--- src/rtl/dbs_pkg.sv ---
package dbs_pkg;

    localparam int unsigned DBS_DATA_W = 32;
    localparam int unsigned DBS_CNT_W  = 16;

    typedef enum logic [1:0] {
        ST_IDLE   = 2'd0,
        ST_WAIT   = 2'd1,
        ST_BURST  = 2'd2,
        ST_FINISH = 2'd3
    } seq_state_e;

    typedef struct packed {
        logic ld_blk;
        logic ld_burst;
        logic in_burst;
        logic busy;
        logic done;
    } seq_ctl_t;

endpackage

--- src/rtl/dbs_req_edge.sv ---
module dbs_req_edge (
    input  logic clk,
    input  logic rst,
    input  logic req,
    output logic req_rise
);
    logic req_q;

    always_ff @(posedge clk) begin
        if (rst) req_q <= 1'b0;
        else     req_q <= req;
    end

    assign req_rise = req & ~req_q;
endmodule

--- src/rtl/dbs_counters.sv ---
module dbs_counters #(
    parameter int unsigned CNT_W = 16
) (
    input  logic             clk,
    input  logic             rst,
    input  logic             ld_blk,
    input  logic             cfg_zero,
    input  logic [CNT_W-1:0] blk_len,
    input  logic [CNT_W-1:0] burst_len,
    input  logic             ld_burst,
    input  logic             beat,
    output logic             last_beat,
    output logic             last_item,
    output logic [CNT_W-1:0] items_left,
    output logic [CNT_W:0]   bursts_left
);
    localparam int unsigned QW = CNT_W + 1;

    logic [CNT_W-1:0] beats_left;
    logic [CNT_W-1:0] burst_cfg;
    logic [QW-1:0]    sum_w;
    logic [QW-1:0]    quot_w;
    logic [CNT_W-1:0] next_burst;

    // ceil(blk/burst) computed once per block
    assign sum_w  = {1'b0, blk_len} + {1'b0, burst_len} - {{CNT_W{1'b0}}, 1'b1};
    assign quot_w = (burst_len == '0) ? '0 : (sum_w / {1'b0, burst_len});

    assign next_burst = (burst_cfg < items_left) ? burst_cfg : items_left;

    always_ff @(posedge clk) begin
        if (rst) begin
            items_left  <= '0;
            beats_left  <= '0;
            bursts_left <= '0;
            burst_cfg   <= '0;
        end else if (ld_blk) begin
            items_left  <= cfg_zero ? '0 : blk_len;
            bursts_left <= cfg_zero ? '0 : quot_w;
            burst_cfg   <= burst_len;
            beats_left  <= '0;
        end else if (ld_burst) begin
            beats_left  <= next_burst;
        end else if (beat) begin
            items_left  <= items_left - 1'b1;
            beats_left  <= beats_left - 1'b1;
            if (beats_left == {{(CNT_W-1){1'b0}}, 1'b1})
                bursts_left <= bursts_left - 1'b1;
        end
    end

    assign last_beat = (beats_left == {{(CNT_W-1){1'b0}}, 1'b1});
    assign last_item = (items_left == {{(CNT_W-1){1'b0}}, 1'b1});

    // a fresh burst always has work to do
    p_burst_nonzero_r2: assert property (@(posedge clk) disable iff (rst)
        ld_burst |=> beats_left != '0);

    // a burst is loaded only once the previous one is spent
    p_prev_spent_r5: assert property (@(posedge clk) disable iff (rst)
        ld_burst |-> beats_left == '0);

    // no write past the end of the block
    p_no_overrun_r6: assert property (@(posedge clk) disable iff (rst)
        beat |-> items_left != '0);
endmodule

--- src/rtl/dbs_fsm.sv ---
module dbs_fsm
    import dbs_pkg::*;
(
    input  logic     clk,
    input  logic     rst,
    input  logic     start,
    input  logic     cfg_zero,
    input  logic     req_rise,
    input  logic     beat,
    input  logic     last_beat,
    input  logic     last_item,
    output seq_ctl_t ctl
);
    seq_state_e state_q, state_d;

    always_comb begin
        state_d = state_q;
        ctl     = '0;
        unique case (state_q)
            ST_IDLE: begin
                if (start) begin
                    ctl.ld_blk = 1'b1;
                    state_d    = cfg_zero ? ST_FINISH : ST_WAIT;
                end
            end
            ST_WAIT: begin
                ctl.busy = 1'b1;
                if (req_rise) begin
                    ctl.ld_burst = 1'b1;
                    state_d      = ST_BURST;
                end
            end
            ST_BURST: begin
                ctl.busy     = 1'b1;
                ctl.in_burst = 1'b1;
                if (beat && last_beat)
                    state_d = last_item ? ST_FINISH : ST_WAIT;
            end
            ST_FINISH: begin
                ctl.busy = 1'b1;
                ctl.done = 1'b1;
                state_d  = ST_IDLE;
            end
            default: state_d = ST_IDLE;
        endcase
    end

    always_ff @(posedge clk) begin
        if (rst) state_q <= ST_IDLE;
        else     state_q <= state_d;
    end

    p_done_pulse_r7: assert property (@(posedge clk) disable iff (rst)
        ctl.done |=> !ctl.done);

    p_start_busy_r10: assert property (@(posedge clk) disable iff (rst)
        (ctl.busy && !ctl.done) |=> ctl.busy);
endmodule

--- src/rtl/dst_burst_seq.sv ---
module dst_burst_seq
    import dbs_pkg::*;
#(
    parameter int unsigned DATA_W = DBS_DATA_W,
    parameter int unsigned CNT_W  = DBS_CNT_W
) (
    input  logic              clk,
    input  logic              rst,
    input  logic              start,
    input  logic [CNT_W-1:0]  cfg_block_len,
    input  logic [CNT_W-1:0]  cfg_burst_len,
    input  logic              periph_req,
    input  logic              src_valid,
    input  logic [DATA_W-1:0] src_data,
    output logic              src_ack,
    input  logic              dst_full,
    output logic              dst_wr,
    output logic [DATA_W-1:0] dst_data,
    output logic              busy,
    output logic              done
);
    seq_ctl_t         ctl;
    logic             req_rise;
    logic             cfg_zero;
    logic             beat;
    logic             last_beat;
    logic             last_item;
    logic [CNT_W-1:0] items_left;
    logic [CNT_W:0]   bursts_left;

    assign cfg_zero = (cfg_block_len == '0) || (cfg_burst_len == '0);

    dbs_req_edge u_edge (
        .clk      (clk),
        .rst      (rst),
        .req      (periph_req),
        .req_rise (req_rise)
    );

    dbs_fsm u_fsm (
        .clk       (clk),
        .rst       (rst),
        .start     (start),
        .cfg_zero  (cfg_zero),
        .req_rise  (req_rise),
        .beat      (beat),
        .last_beat (last_beat),
        .last_item (last_item),
        .ctl       (ctl)
    );

    dbs_counters #(.CNT_W(CNT_W)) u_cnt (
        .clk         (clk),
        .rst         (rst),
        .ld_blk      (ctl.ld_blk),
        .cfg_zero    (cfg_zero),
        .blk_len     (cfg_block_len),
        .burst_len   (cfg_burst_len),
        .ld_burst    (ctl.ld_burst),
        .beat        (beat),
        .last_beat   (last_beat),
        .last_item   (last_item),
        .items_left  (items_left),
        .bursts_left (bursts_left)
    );

    assign beat     = ctl.in_burst & src_valid & ~dst_full;
    assign dst_wr   = beat;
    assign src_ack  = beat;
    assign dst_data = src_data;
    assign busy     = ctl.busy;
    assign done     = ctl.done;

    // every item and every burst is accounted for at completion
    p_block_drained_r3: assert property (@(posedge clk) disable iff (rst)
        done |-> (items_left == '0) && (bursts_left == '0));

    p_idle_quiet_r8: assert property (@(posedge clk) disable iff (rst)
        !busy |-> !dst_wr);

    p_no_write_full_r8: assert property (@(posedge clk) disable iff (rst)
        dst_full |-> !dst_wr);
endmodule

--- config.mk ---
export PLATFORM = sky130hd
export DESIGN_NAME = dst_burst_seq
export DESIGN_NICKNAME = d
export VERILOG_FILES = /design/src/rtl/dbs_pkg.sv /design/src/rtl/dbs_req_edge.sv /design/src/rtl/dbs_counters.sv /design/src/rtl/dbs_fsm.sv /design/src/rtl/dst_burst_seq.sv
export SDC_FILE = /design/constraint.sdc
export NUM_CORES = 1
export LEC_CHECK = 0
export CAP_MARGIN = 20
export CORE_MARGIN = 8
export CORE_UTILIZATION = 35
export CTS_BUF_LIST = sky130_fd_sc_hd__clkbuf_8
export CTS_CLUSTER_DIAMETER = 80
export CTS_CLUSTER_SIZE = 10
export DETAILED_ROUTE_END_ITERATION = 7
export PLACE_DENSITY = 0.51
export SLEW_MARGIN = 25
export SYNTH_ARGS = -nofsm -noshare
export SYNTH_HDL_FRONTEND = slang
export SYNTH_HIERARCHICAL = 1
export SYNTH_SLANG_ARGS = --single-unit
--- constraint.sdc ---
create_clock -name clk -period 101.8 [get_ports clk]
set_clock_uncertainty 0.05 [all_clocks]
set_input_delay 10.18 -clock clk [delete_from_list [all_inputs] [get_ports clk]]
set_output_delay 10.18 -clock clk [all_outputs]
set_load 0.03 [all_outputs]
# Word level (Yosys, flattened, before mapping)
# Index checks and enable logic that the tools add are counted.
[classes]
add_sub_neg = 2
n_mul = 0
div = 0
n_lt_le_gt_ge = 1
n_eq_ne = 9
shift = 0
mux = 20
bitwise = 5
n_reduce_logical = 11
[op_table]
columns = ["operator", "n"]
rows = [
  ["$mux 16", 7],
  ["$eq 16x1->1 const B", 2],
  ["$logic_not 16->1", 2],
  ["$sub 16x1->16 const B", 2],
  ["$lt 16x16->1", 1],
  ["$mux 2", 5],
  ["$pmux 2 s4", 1],
  ["$mux 1", 7],
  ["$eq 2x2->1 const B", 2],
  ["$ne 2x1->1 const B", 2],
  ["$ne 2x2->1 const B", 2],
  ["$reduce_bool 2->1", 2],
  ["$and 1x1->1", 3],
  ["$reduce_and 3->1", 1],
  ["$reduce_or 3->1", 1],
  ["$eq 2x1->1 const B", 1],
  ["$logic_not 2->1", 1],
  ["$not 1->1", 2],
  ["$reduce_and 2->1", 1],
  ["$reduce_or 2->1", 1],
  ["$logic_and 1x1->1", 1],
  ["$logic_or 1x1->1", 1],
]
[totals]
register_bits = 51
latch_bits = 0
mem_bits_rw = 0
rom_bits = 0
inputBits = 70
word_cells = 53
n_memories = 0

# Depth between registers and ports, before layout
# Gate-level depths: netlist (run 1).
[logic_depth]
depth_word = 7
depth_mapped = 13

# Cells and area by module
# The synthesis (run 1) kept the hierarchy.
[modules_own_cells]
columns = ["mod", "instances", "cells_per_inst", "area_per_inst_um2", "seq_area_each_um2"]
rows = [
  ["dbs_counters", 1, 1884, 13401.6, 1301.2],
  ["dst_burst_seq", 1, 46, 327.8, 0.0],
  ["dbs_fsm", 1, 17, 128.9, 40.0],
  ["dbs_req_edge", 1, 3, 47.5, 20.0],
]

# Worst setup path before layout (run 1)
# OpenSTA, ideal clock, no wires.
[synth_path]
kind = "input-to-reg"
from = "in cfg_burst_len[2]"
to = "reg, netlist name u_cnt/bursts_left[0]"
setup_time_ns = 0.134
t_arrival_ns = 39.389
t_required_ns = 101.616
slack_ns = 62.226
stages = 146
path_cell_list = "inv_1 > ha_1 > inv_1 > ha_1 > a211oi_1 > o21ai_0 > a211oi_1 > nor2_1 > o21a_1 > nor2_1 > xnor2_1 > ha_1 > inv_1 > nor3_1 > a21oi_1 > ha_1 > nor4b_1 > nor2_1 > [110 not listed] > or3_1 > a211oi_1 > o211ai_1 > a21o_1 > clkbuf_1 > clkbuf_1 > nor2_1 > a21oi_1 > ha_1 > nor2b_1 > o21a_1 > o21a_1 > o21ai_0 > nand2b_1 > a21oi_1 > a2111oi_0 > a2111oi_0 > a211oi_1"
[synth_lines]
columns = ["item", "line", "source"]
rows = [
  ["start: declaration", "dst_burst_seq.sv:11", "input logic [CNT_W-1:0] cfg_burst_len,"],
]

# Worst setup path after layout (run 1)
[layout_path]
from = "in src_valid"
to = "out src_ack"
[layout_via]
elab_chain_cells = 2
[layout_rtl]
columns = ["item", "line", "source"]
rows = [
  ["start: declaration", "dst_burst_seq.sv:13", "input logic src_valid,"],
  ["$and 1x1->1 (2 in a row)", "dst_burst_seq.sv:67", "assign beat = ctl.in_burst & src_valid & ~dst_full;"],
  ["end: declaration", "dst_burst_seq.sv:15", "output logic src_ack,"],
]
# No other way between the ends.

==> out/qor_table.md, run 1 <==
| Metric | Reported |
|:---|:---|
| Result of the run | complete, no violations |
| Number of buffer and inverter instances along the worst setup path | 2 |
| Ratio of final minimum period to clock period | 0.219 |
| Net count reported at finish | 557 |
| Inserted Clock Buffers | 5 |
| Max Clk Rate | 44.9 MHz |
| Crit-path most repeated cell | sky130_fd_sc_hd__clkdlybuf4s50_1 |
| DP HPWL | 7860 um |
| Number of top-level pins | 106 |
| Wirelength, routed | 10800 um |
| Resize count post-CTS | 0 |
| Initial antenna violation count | 0 |
| Pre-Repair DR Iteration Count | 5 |
| Most congested layer reported by global routing | met2 |
| Fraction of layout instances using a drive strength above 1 | 0.0618 |
| Max cap viols | 0 |
| Leakage power figure | 1.59 nW |
| RSZ-0062 raised after global routing | false |
| Die Span X | 119 um |
| Finish-stage setup viols | 0 |
| Critical Path Slowest Stage Cell | sky130_fd_sc_hd__clkdlybuf4s50_1 |
| Final number of hold-violating endpoints | 0 |
| Max transition margin | 0.413 |
| Routability Congestion | 0.833 |
| Required arrival time at the worst endpoint | 91.57 ns |
| Crit path DAT | 12.05 ns |
| Maximum count of clock buffers along a single path | 2 |
| Filler instances | 1097 |
| GR Util met3 | 0.0309 |
| Min cycle time layout | 22.28 ns |
| Effective utilization at floorplan | 0.360 |
| Met2 usage | 0.247 |
| Vert. Die Dim | 119 um |
| # placed instances | 597 |
| Std cell rows | 37 |
| Final-report max-slew violation count | 0 |
| Cell family with most CP delay | buffers and inverters |
| Wire length of the first global-routing pass | 17500 um |
| Total global routing overflow | 0 |
| Post-Syn Area | 3700 um^2 |
| Maximum number of pins on one net before global-route repair | 39 |
| DR WL/cell | 17.9 um |
| Post-Place Setup Slack | 79.52 ns |
| Largest fanout on the critical path | 12 |
| Kind of capture point of the worst setup path | output pin |
| Overall global routing resource usage | 0.150 |
| TritonCTS clock tree | yes |
| Count of mapped cells out of synthesis | 480 |
| Ratio of total power to cell area | 12.9 nW/um^2 |
| Total power of the final layout | 52.1 uW |
| Overall die area | 14100 um^2 |
| Via count of the first global-routing pass | 3238 |
| Min setup slack post-route | 79.52 ns |
| Count of vias placed by the detailed router | 3342 |
| Final Hold Slack | 0.512 ns |
| Post-Layout Cell Count | 605 |
| Number of buffers inserted by post-CTS setup repair | 0 |
| Worst Tran Pin Value | 0.878 ns |
| Cells traversed along the worst timing path | clkdlybuf4s50_1, nand2_1, nor2_1, clkdlybuf4s50_1 |
| Number of buffers inserted for hold repair after clock tree synthesis | 0 |
| Syn Area/Cell | 7.71 um^2 |
| Worst min path class | flop to flop |
| Most common library cell in the layout ignoring fill and taps | sky130_fd_sc_hd__nor2_1 |
| Violation count after the first detailed-route iteration | 223 |
| Commonest cells after routing, fill and taps aside | sky130_fd_sc_hd__nor2_1, sky130_fd_sc_hd__dfxtp_1, sky130_fd_sc_hd__clkdlybuf4s50_1 |
| Accumulated negative setup slack | 0 ns |
| Average vias per placed instance | 5.52 |
| Yosys warning total | 6 |
| Clock slew at the register clock pins of the worst setup and hold paths | 0.09 ns |
| Core region area | 10300 um^2 |
| Level count of the clock H-tree | 2 |
| Number of port buffers | 41 |
| CP max stage delay | 0.81 ns |
| Maximum ir drop on the vdd rail | 0.00530 mV |
| Count of unresolved DRC violations after routing | 0 |
| CTS Root Buffer Type | sky130_fd_sc_hd__clkbuf_8 |
| Number of antenna diodes | 0 |
| Number of nets still failing antenna checks after routing | 0 |
| Syn Nets | 569 |
| Signed area change from the synthesized netlist to the final layout | 9.10% |
| Kind of critical path | primary input to output pin |
| Later-pin clock latency in the skew report | 0.31 ns |
| Startpoint type of the worst setup path | primary input |
| Sinks on Clock Net | 51 |
| Global routing usage on met1 | 0.196 |
[report_power, final]
group	internal [mW]	switching, mW
sequential	0.0213	0.00177
clock	0.00473	0.00690
combinational	0.00732	0.0101
total	0.0334	0.0187
[final cells by class]
type | instances | area (um^2) | share of cell area
clock buffer | 5 | 68.8 | 0.0171
clock inverter | 3 | 16.3 | 0.00403
inverter | 24 | 90.1 | 0.0223
multi-input combinational | 341 | 2230 | 0.552
sequential | 51 | 1020 | 0.253
tap | 136 | 170 | 0.0422
timing repair buffer | 45 | 440 | 0.109
[state kept, by name, indices dropped and copies added, names as in the netlist]
register          flops
u_cnt/beats_left     16
u_cnt/burst_cfg      16
u_cnt/items_left     16
u_fsm/state_q         2
u_edge/req_q          1
[layer usage]
| layer | up-vias | routed length (um) |
|---|---|---|
| met3 | 12 | 566 |
| li1 | 1644 | - |
| met5 | - | 0 |
| met4 | 0 | 175 |
| met1 | 1581 | 5030 |
| met2 | 105 | 5050 |
[worst reg2reg max path, cell delays in order (launching register included)]
cell and delay [ns]:
sky130_fd_sc_hd__dfxtp_1 0.39, sky130_fd_sc_hd__inv_1 0.12, sky130_fd_sc_hd__ha_1 0.32, sky130_fd_sc_hd__a21o_1 0.15, sky130_fd_sc_hd__a21o_1 0.17, sky130_fd_sc_hd__a21o_1 0.18
sky130_fd_sc_hd__a21o_1 0.19, sky130_fd_sc_hd__a211o_1 0.30, sky130_fd_sc_hd__nor3_1 0.14, sky130_fd_sc_hd__o21ai_0 0.11, sky130_fd_sc_hd__nand2_1 0.65, sky130_fd_sc_hd__mux2_2 0.45
sky130_fd_sc_hd__a211oi_1 0.17
[metrics by stage]
| stage | utilization | cell area, um^2 |
|---|---|---|
| finish | 0.393 | 4040 |
| global route | 0.393 | 4040 |
| CTS | 0.393 | 4040 |
| detailed placement | 0.384 | 3950 |
| global placement | 0.384 | 3950 |
| floorplan | - | 3700 |
[final timing paths]
check | startpoint | to | slack [ns] | depth (start not counted)
hold / removal | u_cnt/burst_cfg[2] | u_cnt/burst_cfg[2] | 0.51 | 2
setup reg to reg | u_cnt/items_left[9] | u_cnt/beats_left[10] | 98.34 | 12
setup / recovery | src_valid | src_ack | 79.52 | 4
hold reg to reg | u_cnt/burst_cfg[2] | u_cnt/burst_cfg[2] | 0.51 | 2
(Power assumes the default switching activity.)
==> inputs of run 2 (changes only) <==
Clock period 101.8 ns to 20.8 ns, I/O delays scaled along.
==> out/qor_table.md, run 2 (synthesis results as in run 1) <==
| Metric | Reported | Delta |
|:---|:---|:---|
| Result of the run | complete, no violations |  |
| Number of buffers inserted for hold repair after clock tree synthesis | 0 | unchanged |
| Wire length of the first global-routing pass | 17500 um | -0.24% |
| Final-report max-slew violation count | 0 | unchanged |
| Maximum number of pins on one net before global-route repair | 39 | unchanged |
| Number of top-level pins | 106 | unchanged |
| DR WL/cell | 18.0 um | +0.34% |
| Std cell rows | 37 | unchanged |
| Initial antenna violation count | 0 | unchanged |
| Clock slew at the register clock pins of the worst setup and hold paths | 0.10 ns | about the same |
| Wirelength, routed | 10900 um | +0.34% |
| Min setup slack post-route | 14.72 ns | -64.80 ns |
| Area of combinational cells with multiple inputs | 2230 um^2 | unchanged |
| Pre-Repair DR Iteration Count | 5 | unchanged |
| Number of antenna diodes | 0 | unchanged |
| TritonCTS clock tree | yes |  |
| Crit-path most repeated cell | sky130_fd_sc_hd__clkdlybuf4s50_1 |  |
| Commonest cells after routing, fill and taps aside | sky130_fd_sc_hd__nor2_1, sky130_fd_sc_hd__dfxtp_1, sky130_fd_sc_hd__clkdlybuf4s50_1 |  |
| Level count of the clock H-tree | 2 | unchanged |
| Count of unresolved DRC violations after routing | 0 | unchanged |
| Total power of the final layout | 256 uW | +390% |
| Die Span X | 119 um | unchanged |
| Maximum count of clock buffers along a single path | 2 | unchanged |
| Min cycle time layout | 6.08 ns |  |
| Ratio of final minimum period to clock period | 0.292 |  |
| Cells traversed along the worst timing path | clkdlybuf4s50_1, nand2_1, nor2_1, clkdlybuf4s50_1 |  |
| Leakage power figure | 1.60 nW | +0.15% |
| Routability Congestion | 0.830 | -0.32% |
| Kind of capture point of the worst setup path | output pin |  |
| Filler instances | 1105 | +0.73% |
| Post-Layout Cell Count | 605 | unchanged |
| Via count of the first global-routing pass | 3353 | +3.6% |
| Final number of hold-violating endpoints | 0 | unchanged |
| Signed area change from the synthesized netlist to the final layout | 9.07% | about the same |
| CTS Root Buffer Type | sky130_fd_sc_hd__clkbuf_8 |  |
| Number of buffer and inverter instances along the worst setup path | 2 | unchanged |
| Post-Place Setup Slack | 14.72 ns | -64.80 ns |
| Final Hold Slack | 0.505 ns | -0.00699 ns |
| Max Clk Rate | 164 MHz |  |
| RSZ-0062 raised after global routing | false |  |
| Largest fanout on the critical path | 12 | unchanged |
| Number of port buffers | 41 | unchanged |
| Finish-stage setup viols | 0 | unchanged |
| Overall die area | 14100 um^2 | unchanged |
| Core region area | 10300 um^2 | unchanged |
| DP HPWL | 7850 um | about the same |
| Vert. Die Dim | 119 um | unchanged |
| Required arrival time at the worst endpoint | 18.67 ns | -72.90 ns |
| CP max stage delay | 0.81 ns | about the same |
| Footprint of the flip-flops and latches | 1020 um^2 | unchanged |
| Sinks on Clock Net | 51 | unchanged |
| Worst min path class | flop to flop |  |
| Average vias per placed instance | 5.51 | -0.21% |
| Top flop regs | u_cnt/beats_left: 16 flops, u_cnt/burst_cfg: 16 flops, u_cnt/items_left: 16 flops |  |
| Accumulated negative setup slack | 0 ns | unchanged |
| Crit path DAT | 3.95 ns | -8.10 ns |
| Ratio of total power to cell area | 63.5 nW/um^2 | +390% |
| Number of nets still failing antenna checks after routing | 0 | unchanged |
| Most common library cell in the layout ignoring fill and taps | sky130_fd_sc_hd__nor2_1 |  |
| # placed instances | 597 | unchanged |
| Startpoint type of the worst setup path | primary input |  |
| Number of buffers inserted by post-CTS setup repair | 0 | unchanged |
| Violation count after the first detailed-route iteration | 208 | -6.7% |
| Worst Tran Pin Value | 0.911 ns | +0.0328 ns |
| Max transition margin | 0.391 | -0.0219 |
| Kind of critical path | primary input to output pin |  |
| Count of vias placed by the detailed router | 3335 | -0.21% |
| Effective utilization at floorplan | 0.360 | unchanged |
| Maximum ir drop on the vdd rail | 0.0275 mV | +420% |
| Inserted Clock Buffers | 5 | unchanged |
| Resize count post-CTS | 0 | unchanged |
| Max cap viols | 0 | unchanged |
| Overall global routing resource usage | 0.151 | +0.000199 |
| Net count reported at finish | 557 | unchanged |
| Fraction of layout instances using a drive strength above 1 | 0.0640 | +0.00213 |
| Critical Path Slowest Stage Cell | sky130_fd_sc_hd__clkdlybuf4s50_1 |  |
| Later-pin clock latency in the skew report | 0.31 ns | about the same |
| Total global routing overflow | 0 | unchanged |
| Cell family with most CP delay | buffers and inverters |  |
-- run 2: cell count changes in the layout (fill, tap and decap cells not counted) --
cell	delta
sky130_fd_sc_hd__clkinv_2	+2
sky130_fd_sc_hd__clkinvlp_4	-1
sky130_fd_sc_hd__inv_1	-1
-- run 2: power by group --
group	internal (mW)	switching [mW]
sequential	0.104	0.00870
combinational	0.0358	0.0496
clock	0.0232	0.0343
total	0.163	0.0927
-- run 2: path summary, 6_finish.rpt --
check                                    startpoint                   end  slack [ns]  cells past startpoint
worst min register to register   u_cnt/burst_cfg[0]    u_cnt/burst_cfg[0]        0.50                      2
worst min-delay path             u_cnt/burst_cfg[0]    u_cnt/burst_cfg[0]        0.50                      2
worst max register to register  u_cnt/items_left[9]  u_cnt/beats_left[10]       17.27                     12
worst max-delay path                      src_valid                dst_wr       14.72                      4
-- run 2: cell type report --
| type | count | share of cell area |
|---|---|---|
| Clock buffer | 5 | 0.0171 |
| Clock inverter | 3 | 0.00372 |
| Inverter | 24 | 0.0223 |
| Multi-Input combinational cell | 341 | 0.552 |
| Sequential cell | 51 | 0.253 |
| Tap cell | 136 | 0.0422 |
| Timing Repair Buffer | 45 | 0.109 |
-- run 2: routing by layer --
layer,GRT usage,vias to the layer above,share of wire
met5,0,-,0
met4,0.0411,0,0.016
met3,0.0314,10,0.058
met2,0.249,109,0.46
met1,0.194,1575,0.46
li1,-,1641,-
-- run 2: metrics by stage --
| stage | utilization | cell area, um^2 |
|---|---|---|
| 6_report | 0.393 | 4030 |
| 5_1_grt | 0.393 | 4030 |
| 4_1_cts | 0.393 | 4030 |
| 3_5_place_dp | 0.384 | 3950 |
| 3_3_place_gp | 0.384 | 3950 |
| 2_1_floorplan | - | 3700 |
-- run 2: tightest hold or removal path, cell delays in order, from the launching register on --
cell and delay, ns:
sky130_fd_sc_hd__dfxtp_1 0.35, sky130_fd_sc_hd__mux2i_1 0.12, sky130_fd_sc_hd__nor2_1 0.05
==> inputs of run 3 (changes only) <==
Settings changed: PLACE_DENSITY 0.51 to 0.53.
Clock period 20.8 ns to 5.49 ns, I/O delays scaled along.
==> out/qor_table.md, run 3 (synthesis results as in run 1) <==
| Metric | Reported | Delta |
|:---|:---|:---|
| Resize count post-CTS | 0 | unchanged |
| Worst Tran Pin Value | 0.872 ns | -0.0391 ns |
| Count of unresolved DRC violations after routing | 0 | unchanged |
| TritonCTS clock tree | yes |  |
| Post-Route M1 WL | 4970 um | -1.2% |
| Number of buffers inserted by post-CTS setup repair | 0 | unchanged |
| Most common library cell in the layout ignoring fill and taps | sky130_fd_sc_hd__nor2_1 |  |
| Overall global routing resource usage | 0.155 | +0.00445 |
| Maximum number of pins on one net before global-route repair | 39 | unchanged |
| Min cycle time layout | 3.35 ns |  |
| Max transition margin | 0.417 | +0.0261 |
| Max cap viols | 0 | unchanged |
| Finish-stage setup viols | 0 | unchanged |
| Maximum count of clock buffers along a single path | 2 | unchanged |
| Number of nets still failing antenna checks after routing | 0 | unchanged |
| Die Span X | 119 um | unchanged |
| CP max stage delay | 0.65 ns | -0.16 ns |
| Crit path DAT | 3.52 ns | -0.43 ns |
| Count of vias placed by the detailed router | 3340 | +0.15% |
| DR WL/cell | 18.0 um | +0.16% |
| Wirelength, routed | 10900 um | about the same |
| Core region area | 10300 um^2 | unchanged |
| Worst min path class | flop to flop |  |
| Net count reported at finish | 557 | unchanged |
| Inserted Clock Buffers | 5 | unchanged |
| RSZ-0062 raised after global routing | false |  |
| Number of buffers inserted for hold repair after clock tree synthesis | 0 | unchanged |
| Kind of critical path | flop to flop |  |
| Maximum ir drop on the vdd rail | 0.123 mV | +350% |
| Via count of the first global-routing pass | 3416 | +1.9% |
| Std cell rows | 37 | unchanged |
| Final number of hold-violating endpoints | 0 | unchanged |
| Ratio of final minimum period to clock period | 0.610 |  |
| Critical Path Slowest Stage Cell | sky130_fd_sc_hd__nand2_1 |  |
| Ratio of total power to cell area | 252 nW/um^2 | +300% |
| Largest fanout on the critical path | 22 | +10 |
| Number of top-level pins | 106 | unchanged |
| Routed met2 length | 5310 um | +5.6% |
| Signed area change from the synthesized netlist to the final layout | 9.68% |  |
| Result of the run | complete, no violations |  |
| Wire length on met3 | 395 um | -38% |
| Top flop regs | u_cnt/beats_left: 16 flops, u_cnt/burst_cfg: 16 flops, u_cnt/items_left: 16 flops |  |
| Number of buffer and inverter instances along the worst setup path | 1 | -1 |
| Cell family with most CP delay | compound AO/OA/AOI/OAI gates |  |
| Final-report max-slew violation count | 0 | unchanged |
| Filler instances | 1093 | -1.1% |
| Min setup slack post-route | 2.14 ns | -12.58 ns |
| Wire length of the first global-routing pass | 17800 um | +2.0% |
| Level count of the clock H-tree | 2 | unchanged |
| Violation count after the first detailed-route iteration | 188 | -9.6% |
| Footprint of the flip-flops and latches | 1020 um^2 | unchanged |
| Area of combinational cells with multiple inputs | 2230 um^2 | unchanged |
| Number of antenna diodes | 0 | unchanged |
| Max Clk Rate | 299 MHz |  |
| Accumulated negative setup slack | 0 ns | unchanged |
| Fraction of layout instances using a drive strength above 1 | 0.0620 | -0.00200 |
| Overall die area | 14100 um^2 | unchanged |
| DP HPWL | 8070 um | +2.8% |
| Kind of capture point of the worst setup path | flop |  |
| Core occupancy in the finished layout | 0.395 | +0.00219 |
| Sinks on Clock Net | 51 | unchanged |
| Vert. Die Dim | 119 um | unchanged |
| Later-pin clock latency in the skew report | 0.31 ns | about the same |
| CTS Root Buffer Type | sky130_fd_sc_hd__clkbuf_8 |  |
| Commonest cells after routing, fill and taps aside | sky130_fd_sc_hd__nor2_1, sky130_fd_sc_hd__dfxtp_1, sky130_fd_sc_hd__clkdlybuf4s50_1 |  |
| Required arrival time at the worst endpoint | 5.66 ns | -13.01 ns |
| Clock slew at the register clock pins of the worst setup and hold paths | 0.10 ns | about the same |
| Crit-path most repeated cell | sky130_fd_sc_hd__a21o_1 |  |
| Total global routing overflow | 0 | unchanged |
| Pre-Repair DR Iteration Count | 4 | -1 |
| Post-Place Setup Slack | 1.95 ns | -12.78 ns |
| Average vias per placed instance | 5.53 | +0.32% |
| Worst reg2reg setup slack | 2.14 ns | -15.13 ns |
| Startpoint type of the worst setup path | flop |  |
| Cells traversed along the worst timing path | inv_1, ha_1, a21o_1, a21o_1, a21o_1, a21o_1, a211o_1, nor3_1, o21ai_0, nand2_1, mux2_2, a211oi_1 |  |
| Routability Congestion | 0.938 | +13% |
| Effective utilization at floorplan | 0.360 | unchanged |
| Top metal layer carrying routed signals | met4 |  |
| Initial antenna violation count | 0 | unchanged |
| Leakage power figure | 1.60 nW | +0.11% |
| Number of port buffers | 41 | unchanged |
-- run 3: cell types whose count changed in the layout (fill, tap and decap cells not counted) --
cell	previous run	this run
sky130_fd_sc_hd__clkinv_2	3	0
sky130_fd_sc_hd__clkinvlp_4	0	1
sky130_fd_sc_hd__bufinv_16	0	1
-- run 3: final timing paths --
path / from / cells after the start / endpoint
hold / removal: u_cnt/burst_cfg[0] / 2 / u_cnt/burst_cfg[0]
hold reg to reg: u_cnt/burst_cfg[0] / 2 / u_cnt/burst_cfg[0]
setup reg to reg: u_cnt/items_left[9] / 12 / u_cnt/beats_left[5]
setup / recovery: u_cnt/items_left[9] / 12 / u_cnt/beats_left[5]
-- run 3: power breakdown --
group / switching, mW / total (mW) / internal (mW) / leakage [nW]
Combinational: 0.187 / 0.326 / 0.138 / 1.13
Clock: 0.135 / 0.269 / 0.134 / 0.0502
Sequential: 0.0322 / 0.428 / 0.396 / 0.417
Total: 0.355 / 1.02 / 0.668 / 1.60
-- run 3: cell type report --
class	count	share of cell area
multi-input cells	341	0.549
flip-flops and latches	51	0.252
repair buffers	45	0.109
well taps	136	0.0419
inverters	24	0.0222
clock buffers	5	0.0170
clock inverters	2	0.00925
-- run 3: stage by stage --
step / std cells / instance area (um^2) / total power [mW] / hold slack, ns
after global placement: 597 / 3950 / 0.759 / 0.484
after CTS: 604 / 4060 / 1.03 / 0.505
final: 604 / 4060 / 1.02 / 0.503
after floorplan: 480 / 3700 / 0.699 / 0.442
after global routing: 604 / 4060 / 1.09 / 0.545
after detailed placement: 597 / 3950 / 0.760 / 0.484
-- run 3: worst min-delay path: cells and delay by family (launching register included) --
family / cells / cell delay, ns
mux: 1 / 0.12
simple gates: 1 / 0.05
flops: 1 / 0.34
-- run 3: per-layer routing --
metal	global-route usage	vias up
met2	0.263	73
met4	0.0569	0
li1	-	1636
met3	0.0295	16
met1	0.191	1615
met5	0	-
